===== src/rtl/ep_hs_pkg.sv =====
`timescale 1ns/1ps
package ep_hs_pkg;
  typedef enum logic [1:0] {
    HS_ACK   = 2'd0,
    HS_NAK   = 2'd1,
    HS_STALL = 2'd2
  } hs_e;

  // Strobes the control decoder hands to the register datapath
  typedef struct packed {
    logic wrCtrl;
    logic wrSts;
    logic wrMask;
    logic wrMpk;
    logic setNak;
    logic clrNak;
    logic flush;
    logic isOut;
  } regStb_t;

  localparam int DATA_W   = 32;
  localparam int CB_STALL = 0;
  localparam int CB_FLUSH = 1;
  localparam int CB_POLL  = 3;
  localparam int CB_TYPE  = 4;
  localparam int CB_NAK   = 6;
  localparam int CB_SNAK  = 7;
  localparam int CB_CNAK  = 8;
  localparam int CB_ACT   = 10;
  localparam logic [DATA_W-1:0] STS_LIVE = 32'h0000_06F0;
  localparam int MPK_W    = 11;
  localparam int FSZ_LSB  = 23;
  localparam int FSZ_W    = 9;
  localparam logic [1:0] SEL_CTRL = 2'd0;
  localparam logic [1:0] SEL_STS  = 2'd1;
  localparam logic [1:0] SEL_MASK = 2'd2;
  localparam logic [1:0] SEL_MPK  = 2'd3;
endpackage


===== src/rtl/ep_hs_ctrl.sv =====
`timescale 1ns/1ps
module ep_hs_ctrl
  import ep_hs_pkg::*;
#(
  parameter int NUM_EP    = 4,
  parameter int ALIAS_IDX = 2,
  parameter int ALIAS_TGT = 0,
  localparam int EPW      = $clog2(NUM_EP),
  localparam int ADDR_W   = 1 + EPW + 2
) (
  input  logic              clk,
  input  logic              rstN,
  input  logic [ADDR_W-1:0] busAddr,
  input  logic [2:0]        cmdBits,   // {clear-NAK, set-NAK, flush}
  input  logic              busWe,
  input  logic              evOut,
  input  logic [EPW-1:0]    evEp,
  input  logic              doneOut,
  input  logic [EPW-1:0]    doneEp,
  input  logic              tokValid,
  input  logic              tokOut,
  input  logic              tokSetup,
  input  logic [EPW-1:0]    tokEp,
  input  logic [NUM_EP-1:0] inStall,
  input  logic [NUM_EP-1:0] inAct,
  input  logic [NUM_EP-1:0] inNak,
  input  logic [NUM_EP-1:0] outStall,
  input  logic [NUM_EP-1:0] outAct,
  input  logic [NUM_EP-1:0] outNak,
  output regStb_t           stb,
  output logic [EPW-1:0]    stbEp,
  output logic              rdOut,
  output logic [EPW-1:0]    rdEp,
  output logic [1:0]        rdSel,
  output logic [EPW-1:0]    evEpN,
  output logic [EPW-1:0]    doneEpN,
  output logic [1:0]        hsCode
);

  function automatic logic [EPW-1:0] normEp(input logic isOut, input logic [EPW-1:0] ep);
    return (isOut && ep == EPW'(ALIAS_IDX)) ? EPW'(ALIAS_TGT) : ep;
  endfunction

  logic          addrOut;
  logic [EPW-1:0] addrEp;
  logic [1:0]    addrSel;

  assign addrOut = busAddr[ADDR_W-1];
  assign addrEp  = busAddr[2 +: EPW];
  assign addrSel = busAddr[1:0];

  assign rdOut   = addrOut;
  assign rdEp    = normEp(addrOut, addrEp);
  assign rdSel   = addrSel;
  assign stbEp   = rdEp;
  assign evEpN   = normEp(evOut, evEp);
  assign doneEpN = normEp(doneOut, doneEp);

  always_comb begin
    stb        = '0;
    stb.isOut  = addrOut;
    stb.wrCtrl = busWe && addrSel == SEL_CTRL;
    stb.wrSts  = busWe && addrSel == SEL_STS;
    stb.wrMask = busWe && addrSel == SEL_MASK;
    stb.wrMpk  = busWe && addrSel == SEL_MPK;
    stb.setNak = stb.wrCtrl && cmdBits[1];
    stb.clrNak = stb.wrCtrl && cmdBits[2] && !cmdBits[1];
    stb.flush  = stb.wrCtrl && cmdBits[0];
  end

  // Handshake decision for the token on the bus
  logic [EPW-1:0] tEp;
  logic           tStall, tAct, tNak;
  hs_e            hsNext;

  assign tEp    = normEp(tokOut, tokEp);
  assign tStall = tokOut ? outStall[tEp] : inStall[tEp];
  assign tAct   = tokOut ? outAct[tEp]   : inAct[tEp];
  assign tNak   = tokOut ? outNak[tEp]   : inNak[tEp];

  always_comb begin
    if (!tokValid)                                  hsNext = HS_ACK;
    else if (tokSetup && tokOut && tEp == '0)       hsNext = HS_ACK;
    else if (tStall)                                hsNext = HS_STALL;
    else if (!tAct || tNak)                         hsNext = HS_NAK;
    else                                            hsNext = HS_ACK;
  end
  assign hsCode = hsNext;

  AST_SETUP_ACK: assert property (@(posedge clk) disable iff (!rstN)
    (tokValid && tokSetup && tokOut && (tokEp == '0 || tokEp == EPW'(ALIAS_IDX)))
      |-> hsCode == HS_ACK);
  AST_HS_LEGAL: assert property (@(posedge clk) disable iff (!rstN)
    hsCode != 2'd3);
endmodule


===== src/rtl/ep_hs_regfile.sv =====
`timescale 1ns/1ps
module ep_hs_regfile
  import ep_hs_pkg::*;
#(
  parameter int NUM_EP    = 4,
  parameter int ALIAS_IDX = 2,
  localparam int EPW      = $clog2(NUM_EP),
  localparam int SLOTS    = 2 * NUM_EP
) (
  input  logic              clk,
  input  logic              rstN,
  input  regStb_t           stb,
  input  logic [EPW-1:0]    stbEp,
  input  logic [DATA_W-1:0] wdata,
  input  logic              rdOut,
  input  logic [EPW-1:0]    rdEp,
  input  logic [1:0]        rdSel,
  input  logic              evValid,
  input  logic              evOut,
  input  logic [EPW-1:0]    evEpN,
  input  logic [DATA_W-1:0] evBits,
  input  logic              doneValid,
  input  logic              doneOut,
  input  logic [EPW-1:0]    doneEpN,
  output logic [DATA_W-1:0] rdata,
  output logic [NUM_EP-1:0] inStall,
  output logic [NUM_EP-1:0] inAct,
  output logic [NUM_EP-1:0] inNak,
  output logic [NUM_EP-1:0] outStall,
  output logic [NUM_EP-1:0] outAct,
  output logic [NUM_EP-1:0] outNak,
  output logic [NUM_EP-1:0] inIrq,
  output logic [NUM_EP-1:0] outIrq,
  output logic [NUM_EP-1:0] inFlush,
  output logic [NUM_EP-1:0] outFlush
);

  logic [SLOTS-1:0]  slotStall, slotAct, slotNak, slotIrq, slotFlush;
  logic [DATA_W-1:0] ctrlW [SLOTS];
  logic [DATA_W-1:0] stsW  [SLOTS];
  logic [DATA_W-1:0] maskW [SLOTS];
  logic [DATA_W-1:0] mpkW  [SLOTS];

  for (genvar k = 0; k < SLOTS; k++) begin : g_slot
    localparam bit IS_OUT = (k >= NUM_EP);
    localparam int EI     = k % NUM_EP;
    if (IS_OUT && EI == ALIAS_IDX) begin : g_alias
      assign slotStall[k] = 1'b0;
      assign slotAct[k]   = 1'b0;
      assign slotNak[k]   = 1'b0;
      assign slotIrq[k]   = 1'b0;
      assign slotFlush[k] = 1'b0;
      assign ctrlW[k]     = '0;
      assign stsW[k]      = '0;
      assign maskW[k]     = '0;
      assign mpkW[k]      = '0;
    end else begin : g_real
      logic              stall, poll, act, nak, flushQ;
      logic [1:0]        epType;
      logic [DATA_W-1:0] sts, mask;
      logic [MPK_W-1:0]  mpk;
      logic [FSZ_W-1:0]  fsz;
      logic              hit, evHit, doneHit;

      assign hit     = (stb.isOut == IS_OUT) && (stbEp == EPW'(EI));
      assign evHit   = evValid && (evOut == IS_OUT) && (evEpN == EPW'(EI));
      assign doneHit = doneValid && (doneOut == IS_OUT) && (doneEpN == EPW'(EI));

      always_ff @(posedge clk) begin
        if (!rstN) begin
          stall  <= 1'b0;
          poll   <= 1'b0;
          act    <= 1'b0;
          epType <= '0;
          nak    <= 1'b1;
          sts    <= '0;
          mask   <= '0;
          mpk    <= '0;
          fsz    <= '0;
          flushQ <= 1'b0;
        end else begin
          if (hit && stb.wrCtrl) begin
            stall  <= wdata[CB_STALL];
            poll   <= wdata[CB_POLL];
            epType <= wdata[CB_TYPE +: 2];
            act    <= wdata[CB_ACT];
          end
          if (doneHit || (hit && stb.setNak)) nak <= 1'b1;
          else if (hit && stb.clrNak)         nak <= 1'b0;
          sts <= (sts & ~((hit && stb.wrSts) ? (wdata & STS_LIVE) : '0))
               | (evHit ? (evBits & STS_LIVE) : '0);
          if (hit && stb.wrMask) mask <= wdata & STS_LIVE;
          if (hit && stb.wrMpk) begin
            mpk <= wdata[MPK_W-1:0];
            fsz <= IS_OUT ? wdata[FSZ_LSB +: FSZ_W] : '0;
          end
          flushQ <= hit && stb.flush;
        end
      end

      assign slotStall[k] = stall;
      assign slotAct[k]   = act;
      assign slotNak[k]   = nak;
      assign slotIrq[k]   = |(sts & ~mask);
      assign slotFlush[k] = flushQ;
      always_comb begin
        ctrlW[k]              = '0;
        ctrlW[k][CB_STALL]    = stall;
        ctrlW[k][CB_POLL]     = poll;
        ctrlW[k][CB_TYPE +: 2] = epType;
        ctrlW[k][CB_NAK]      = nak;
        ctrlW[k][CB_ACT]      = act;
        mpkW[k]               = '0;
        mpkW[k][MPK_W-1:0]    = mpk;
        mpkW[k][FSZ_LSB +: FSZ_W] = fsz;
      end
      assign stsW[k]  = sts;
      assign maskW[k] = mask;

      AST_DONE_NAK: assert property (@(posedge clk) disable iff (!rstN)
        doneHit |=> nak);
      AST_STS_STICKY: assert property (@(posedge clk) disable iff (!rstN)
        !$past(hit && stb.wrSts) |-> ((sts & $past(sts)) == $past(sts)));
    end
  end

  assign inStall  = slotStall[NUM_EP-1:0];
  assign outStall = slotStall[SLOTS-1:NUM_EP];
  assign inAct    = slotAct[NUM_EP-1:0];
  assign outAct   = slotAct[SLOTS-1:NUM_EP];
  assign inNak    = slotNak[NUM_EP-1:0];
  assign outNak   = slotNak[SLOTS-1:NUM_EP];
  assign inIrq    = slotIrq[NUM_EP-1:0];
  assign outIrq   = slotIrq[SLOTS-1:NUM_EP];
  assign inFlush  = slotFlush[NUM_EP-1:0];
  assign outFlush = slotFlush[SLOTS-1:NUM_EP];

  logic [EPW:0] rdIdx;
  assign rdIdx = {rdOut, rdEp};

  always_comb begin
    case (rdSel)
      SEL_CTRL: rdata = ctrlW[rdIdx];
      SEL_STS:  rdata = stsW[rdIdx];
      SEL_MASK: rdata = maskW[rdIdx];
      default:  rdata = mpkW[rdIdx];
    endcase
  end
endmodule


===== src/rtl/ep_hs_bank.sv =====
`timescale 1ns/1ps
module ep_hs_bank
  import ep_hs_pkg::*;
#(
  parameter int NUM_EP    = 4,
  parameter int ALIAS_IDX = 2,
  parameter int ALIAS_TGT = 0,
  localparam int EPW      = $clog2(NUM_EP),
  localparam int ADDR_W   = 1 + EPW + 2
) (
  input  logic              clk,
  input  logic              rstN,
  input  logic [ADDR_W-1:0] busAddr,
  input  logic [31:0]       busWdata,
  input  logic              busWe,
  output logic [31:0]       busRdata,
  input  logic              evValid,
  input  logic              evOut,
  input  logic [EPW-1:0]    evEp,
  input  logic [31:0]       evBits,
  input  logic              doneValid,
  input  logic              doneOut,
  input  logic [EPW-1:0]    doneEp,
  input  logic              tokValid,
  input  logic              tokOut,
  input  logic              tokSetup,
  input  logic [EPW-1:0]    tokEp,
  output logic [1:0]        hsCode,
  output logic [NUM_EP-1:0] inIrq,
  output logic [NUM_EP-1:0] outIrq,
  output logic [NUM_EP-1:0] inFlush,
  output logic [NUM_EP-1:0] outFlush
);

  regStb_t        stb;
  logic [EPW-1:0] stbEp, rdEp, evEpN, doneEpN;
  logic           rdOut;
  logic [1:0]     rdSel;
  logic [NUM_EP-1:0] inStall, inAct, inNak, outStall, outAct, outNak;

  ep_hs_ctrl #(.NUM_EP(NUM_EP), .ALIAS_IDX(ALIAS_IDX), .ALIAS_TGT(ALIAS_TGT)) u_ctrl (
    .clk(clk), .rstN(rstN), .busAddr(busAddr),
    .cmdBits({busWdata[CB_CNAK], busWdata[CB_SNAK], busWdata[CB_FLUSH]}),
    .busWe(busWe), .evOut(evOut), .evEp(evEp), .doneOut(doneOut), .doneEp(doneEp),
    .tokValid(tokValid), .tokOut(tokOut), .tokSetup(tokSetup), .tokEp(tokEp),
    .inStall(inStall), .inAct(inAct), .inNak(inNak),
    .outStall(outStall), .outAct(outAct), .outNak(outNak),
    .stb(stb), .stbEp(stbEp), .rdOut(rdOut), .rdEp(rdEp), .rdSel(rdSel),
    .evEpN(evEpN), .doneEpN(doneEpN), .hsCode(hsCode)
  );

  ep_hs_regfile #(.NUM_EP(NUM_EP), .ALIAS_IDX(ALIAS_IDX)) u_regs (
    .clk(clk), .rstN(rstN), .stb(stb), .stbEp(stbEp), .wdata(busWdata),
    .rdOut(rdOut), .rdEp(rdEp), .rdSel(rdSel),
    .evValid(evValid), .evOut(evOut), .evEpN(evEpN), .evBits(evBits),
    .doneValid(doneValid), .doneOut(doneOut), .doneEpN(doneEpN),
    .rdata(busRdata),
    .inStall(inStall), .inAct(inAct), .inNak(inNak),
    .outStall(outStall), .outAct(outAct), .outNak(outNak),
    .inIrq(inIrq), .outIrq(outIrq), .inFlush(inFlush), .outFlush(outFlush)
  );

  AST_FLUSH_FROM_WRITE: assert property (@(posedge clk) disable iff (!rstN)
    (|inFlush) |-> $past(busWe && busWdata[CB_FLUSH] && !busAddr[ADDR_W-1]
                         && busAddr[1:0] == SEL_CTRL));
  AST_FLUSH_ONEHOT: assert property (@(posedge clk) disable iff (!rstN)
    $onehot0({inFlush, outFlush}));
endmodule


===== config.mk =====
export PLATFORM = sky130hd
export DESIGN_NAME = ep_hs_bank
export DESIGN_NICKNAME = d
export VERILOG_FILES = /design/src/rtl/ep_hs_pkg.sv /design/src/rtl/ep_hs_ctrl.sv /design/src/rtl/ep_hs_regfile.sv /design/src/rtl/ep_hs_bank.sv
export SDC_FILE = /design/constraint.sdc
export NUM_CORES = 1
export LEC_CHECK = 0
export ABC_AREA = 1
export CORE_MARGIN = 5
export CORE_UTILIZATION = 56
export DETAILED_ROUTE_END_ITERATION = 12
export GPL_TIMING_DRIVEN = 0
export PLACE_DENSITY = 0.86
export SLEW_MARGIN = 40
export SYNTH_ARGS = -nofsm -noshare
export SYNTH_HDL_FRONTEND = slang
export SYNTH_SLANG_ARGS = --single-unit

===== constraint.sdc =====
create_clock -name clk -period 1.9 [get_ports clk]
set_clock_uncertainty 0.1 [all_clocks]
set_input_delay 0.285 -clock clk [delete_from_list [all_inputs] [get_ports clk]]
set_output_delay 0.285 -clock clk [all_outputs]
set_load 0.02 [all_outputs]

==> metrics.cfg <==
[status]
status=finished, violations left
violations=negative setup slack

[grt]
track_usage_pct=36.5
grt_start_max_net_pins=17
grt_pass1_wl_um=68300
grt.overflow.total=0
grt_pass1_vias=12085
antenna_found_initial=0

[floorplan]
fp.dieArea_sq_um=23500
dieHeight_um=153
fp-row-count=52
die_x_um=153
boundaryPins=135
core-area_sq_um=20200
start_util_pct=56.8

[synthesis]
synth.most_common_cell=nand2_1
synthCells=1759
synth_area_sq_um=11500
ys_ff_latch=237
synthArstFlopShare_pct=0
synthTopCellsByArea=dfxtp_1 41%, nand2_1 16%, o21ai_0 11%, nor2_1 7.7%, a21oi_1 6.7%
ys_types=36
yosys_most_used_dff=dfxtp_1
ys_warn_count=0
synth_commonest_cells=483 x nand2_1, 254 x o21ai_0, 237 x dfxtp_1, 235 x nor2_1, 153 x a21oi_1
avgSynthCellArea_sq_um=6.54
synth_top_cell_area_share_pct=41.3
synth_edf_count=0
ys_seq_area_share_pct=41.3
yosys.area.top_type=dfxtp_1

[drt]
routedWlPerCell_um=20.9
first_iter_violations=2177
drc=0
firstDrtPassIters=6
ant_nets=0
num_vias=13454
via_per_inst=6.12
totalWireLength_um=45900

[layout]
finalNetCount=1996
stdcell_count=2199
num_antenna_cells=0
syn2layout_area_growth_pct=26.2
drive_gt1_share_pct=19.4

[sta]
finalSetupViolations=16
finalCritPeriodShare_pct=114
rsz0062_at_grt=true
maxSlewHeadroom_pct=40.0
period_needed_ns=2.17
fmax_ghz=0.460
tightestPinTransition_ns=0.900
fin_tns_setup_ns=-2.13
slew_viol_final=0
finalHoldViolCount=0
holdWs_ns=0.122
finalWorstSetupSlack_ns=-0.273

[place]
dp_hpwl_um=31200
gp_congestion=1.02
io_buffers=78
placed_cells=2120

[pwr]
p_leak_nw=6.32
pwr_density_cell_nw_per_um2=821
vdd_drop_max_uv=887
finalPower_mw=11.9

[cts]
root_buffer=clkbuf_16
insertion_delay_ns=0.55
clk_pin_slew_worst_paths_ns=0.07
cts.htree.levels=1
clock-sinks=237
cts-hold-fix-buffers=0
cts_tree=yes
clock_path_buffers=3
numCtsBuffers=25

[setup_path]
arrival_ns=1.79
crit_path_max_fanout=2
end_kind=output port
cp.required_ns=1.51
critPathLaunchType=flip-flop
worstSetupPathType=reg -> out

[flow_run]
cap_violations=0

[worst_hold_path]
hp-class=in -> reg

stage by stage:
stage	setup WS [ns]	util (%)	instance area, sq um
after floorplan	0.00461	-	11600
after CTS	-0.178	69.8	14100
after global placement	-1.29	62.7	12700
after global routing	-0.263	71.7	14500
after detailed placement	-1.32	62.7	12700
final	-0.273	71.7	14500
state kept, by name, summed over array words and instances (netlist names):
name,flops
u_regs.g_slot.g_real.mpk,77
u_regs.g_slot.g_real.mask,42
u_regs.g_slot.g_real.sts,42
u_regs.g_slot.g_real.fsz,27
u_regs.g_slot.g_real.epType,14
u_regs.g_slot.g_real.act,7
u_regs.g_slot.g_real.flushQ,7
u_regs.g_slot.g_real.nak,7
u_regs.g_slot.g_real.poll,7
u_regs.g_slot.g_real.stall,7
power breakdown:
| part | leakage [nW] | switching [mW] | internal (mW) |
|---|---|---|---|
| Clock | 0.401 | 2.21 | 2.89 |
| Sequential | 1.93 | 0.0531 | 5.05 |
| Combinational | 3.99 | 1.12 | 0.582 |
| Total | 6.32 | 3.38 | 8.52 |
metal layers:
metal	vias up	routed length, um	GRT usage [%]
met3	223	6790	10.1
li1	5956	-	-
met4	0	2350	16.1
met5	-	0	0
met2	1098	19300	54.3
met1	6177	17400	49.7
critical path, cell delays in order (launching register included):
cell and delay, ns:
dfxtp_2 0.35, nand2_1 0.06, nand3b_1 0.21, nand2_1 0.09, nand2_1 0.04, nand2_1 0.12
inv_1 0.05, nand4_1 0.16, buf_6 0.15
layout by cell type (no fill, tap or decap), types with 5 or more instances in the layout:
cell type / netlist / layout
buf_2: 27 / 25
dfxtp_1: 237 / 201
clkinvlp_4: 0 / 5
nand2_2: 4 / 33
nor2_1: 235 / 228
clkbuf_4: 0 / 9
o211ai_1: 6 / 6
dlygate4sd2_1: 0 / 8
a21oi_1: 153 / 150
nand2_1: 483 / 447
buf_8: 0 / 8
dfxtp_2: 0 / 36
clkinv_4: 0 / 6
clkbuf_1: 59 / 33
buf_6: 1 / 24
nand3_2: 0 / 12
o21ai_2: 0 / 12
nand3_1: 54 / 41
o22ai_1: 8 / 7
buf_4: 28 / 59
nor2_2: 8 / 13
clkdlybuf4s50_1: 0 / 39
inv_1: 121 / 97
a31oi_1: 12 / 11
nand2_4: 0 / 6
nor2_4: 4 / 6
clkinv_2: 0 / 5
o21ai_1: 11 / 36
o21ai_0: 254 / 217
clkbuf_2: 0 / 13
conb_1: 1 / 14
inv_2: 11 / 34
clkbuf_16: 0 / 27
nand4_1: 6 / 6
cells by family after synthesis:
| group | count (synthesis) | synth area share [%] |
|---|---|---|
| flops | 237 | 41.3 |
| other cells | 1 | 0.0326 |
| simple gates | 807 | 28.3 |
| compound gates | 459 | 20.8 |
| buf+inv | 255 | 9.62 |
layout make-up:
class	count	area, sq um
Multi-Input combinational cell	1280	6070
Fill cell	1658	5730
Clock buffer	27	643
Buffer	117	798
Tap cell	270	338
Timing Repair Buffer	113	1120
Inverter	137	546
Clock inverter	18	200
Sequential cell	237	4790
path summary, 6_finish.rpt:
kind | cells past startpoint | slack (ns) | endpoint | start
setup / recovery | 8 | -0.27 | busRdata[6] | u_regs.g_slot[7].g_real.mpk[6]
hold / removal | 4 | 0.12 | u_regs.g_slot[0].g_real.nak | busAddr[4]
setup reg to reg | 3 | 1.01 | u_regs.g_slot[1].g_real.sts[5] | u_regs.g_slot[1].g_real.sts[5]
hold reg to reg | 2 | 0.37 | u_regs.g_slot[7].g_real.sts[9] | u_regs.g_slot[7].g_real.sts[9]
timing repair:
action                                  4_1_cts  5_1_grt
gates resized for setup                     323      153
pin swaps                                    31       51
cloned                                        3        2
buffers inserted                             21        9
endpoints found under the setup margin      100       74
Note: power is estimated with default switching activity, not from simulation.
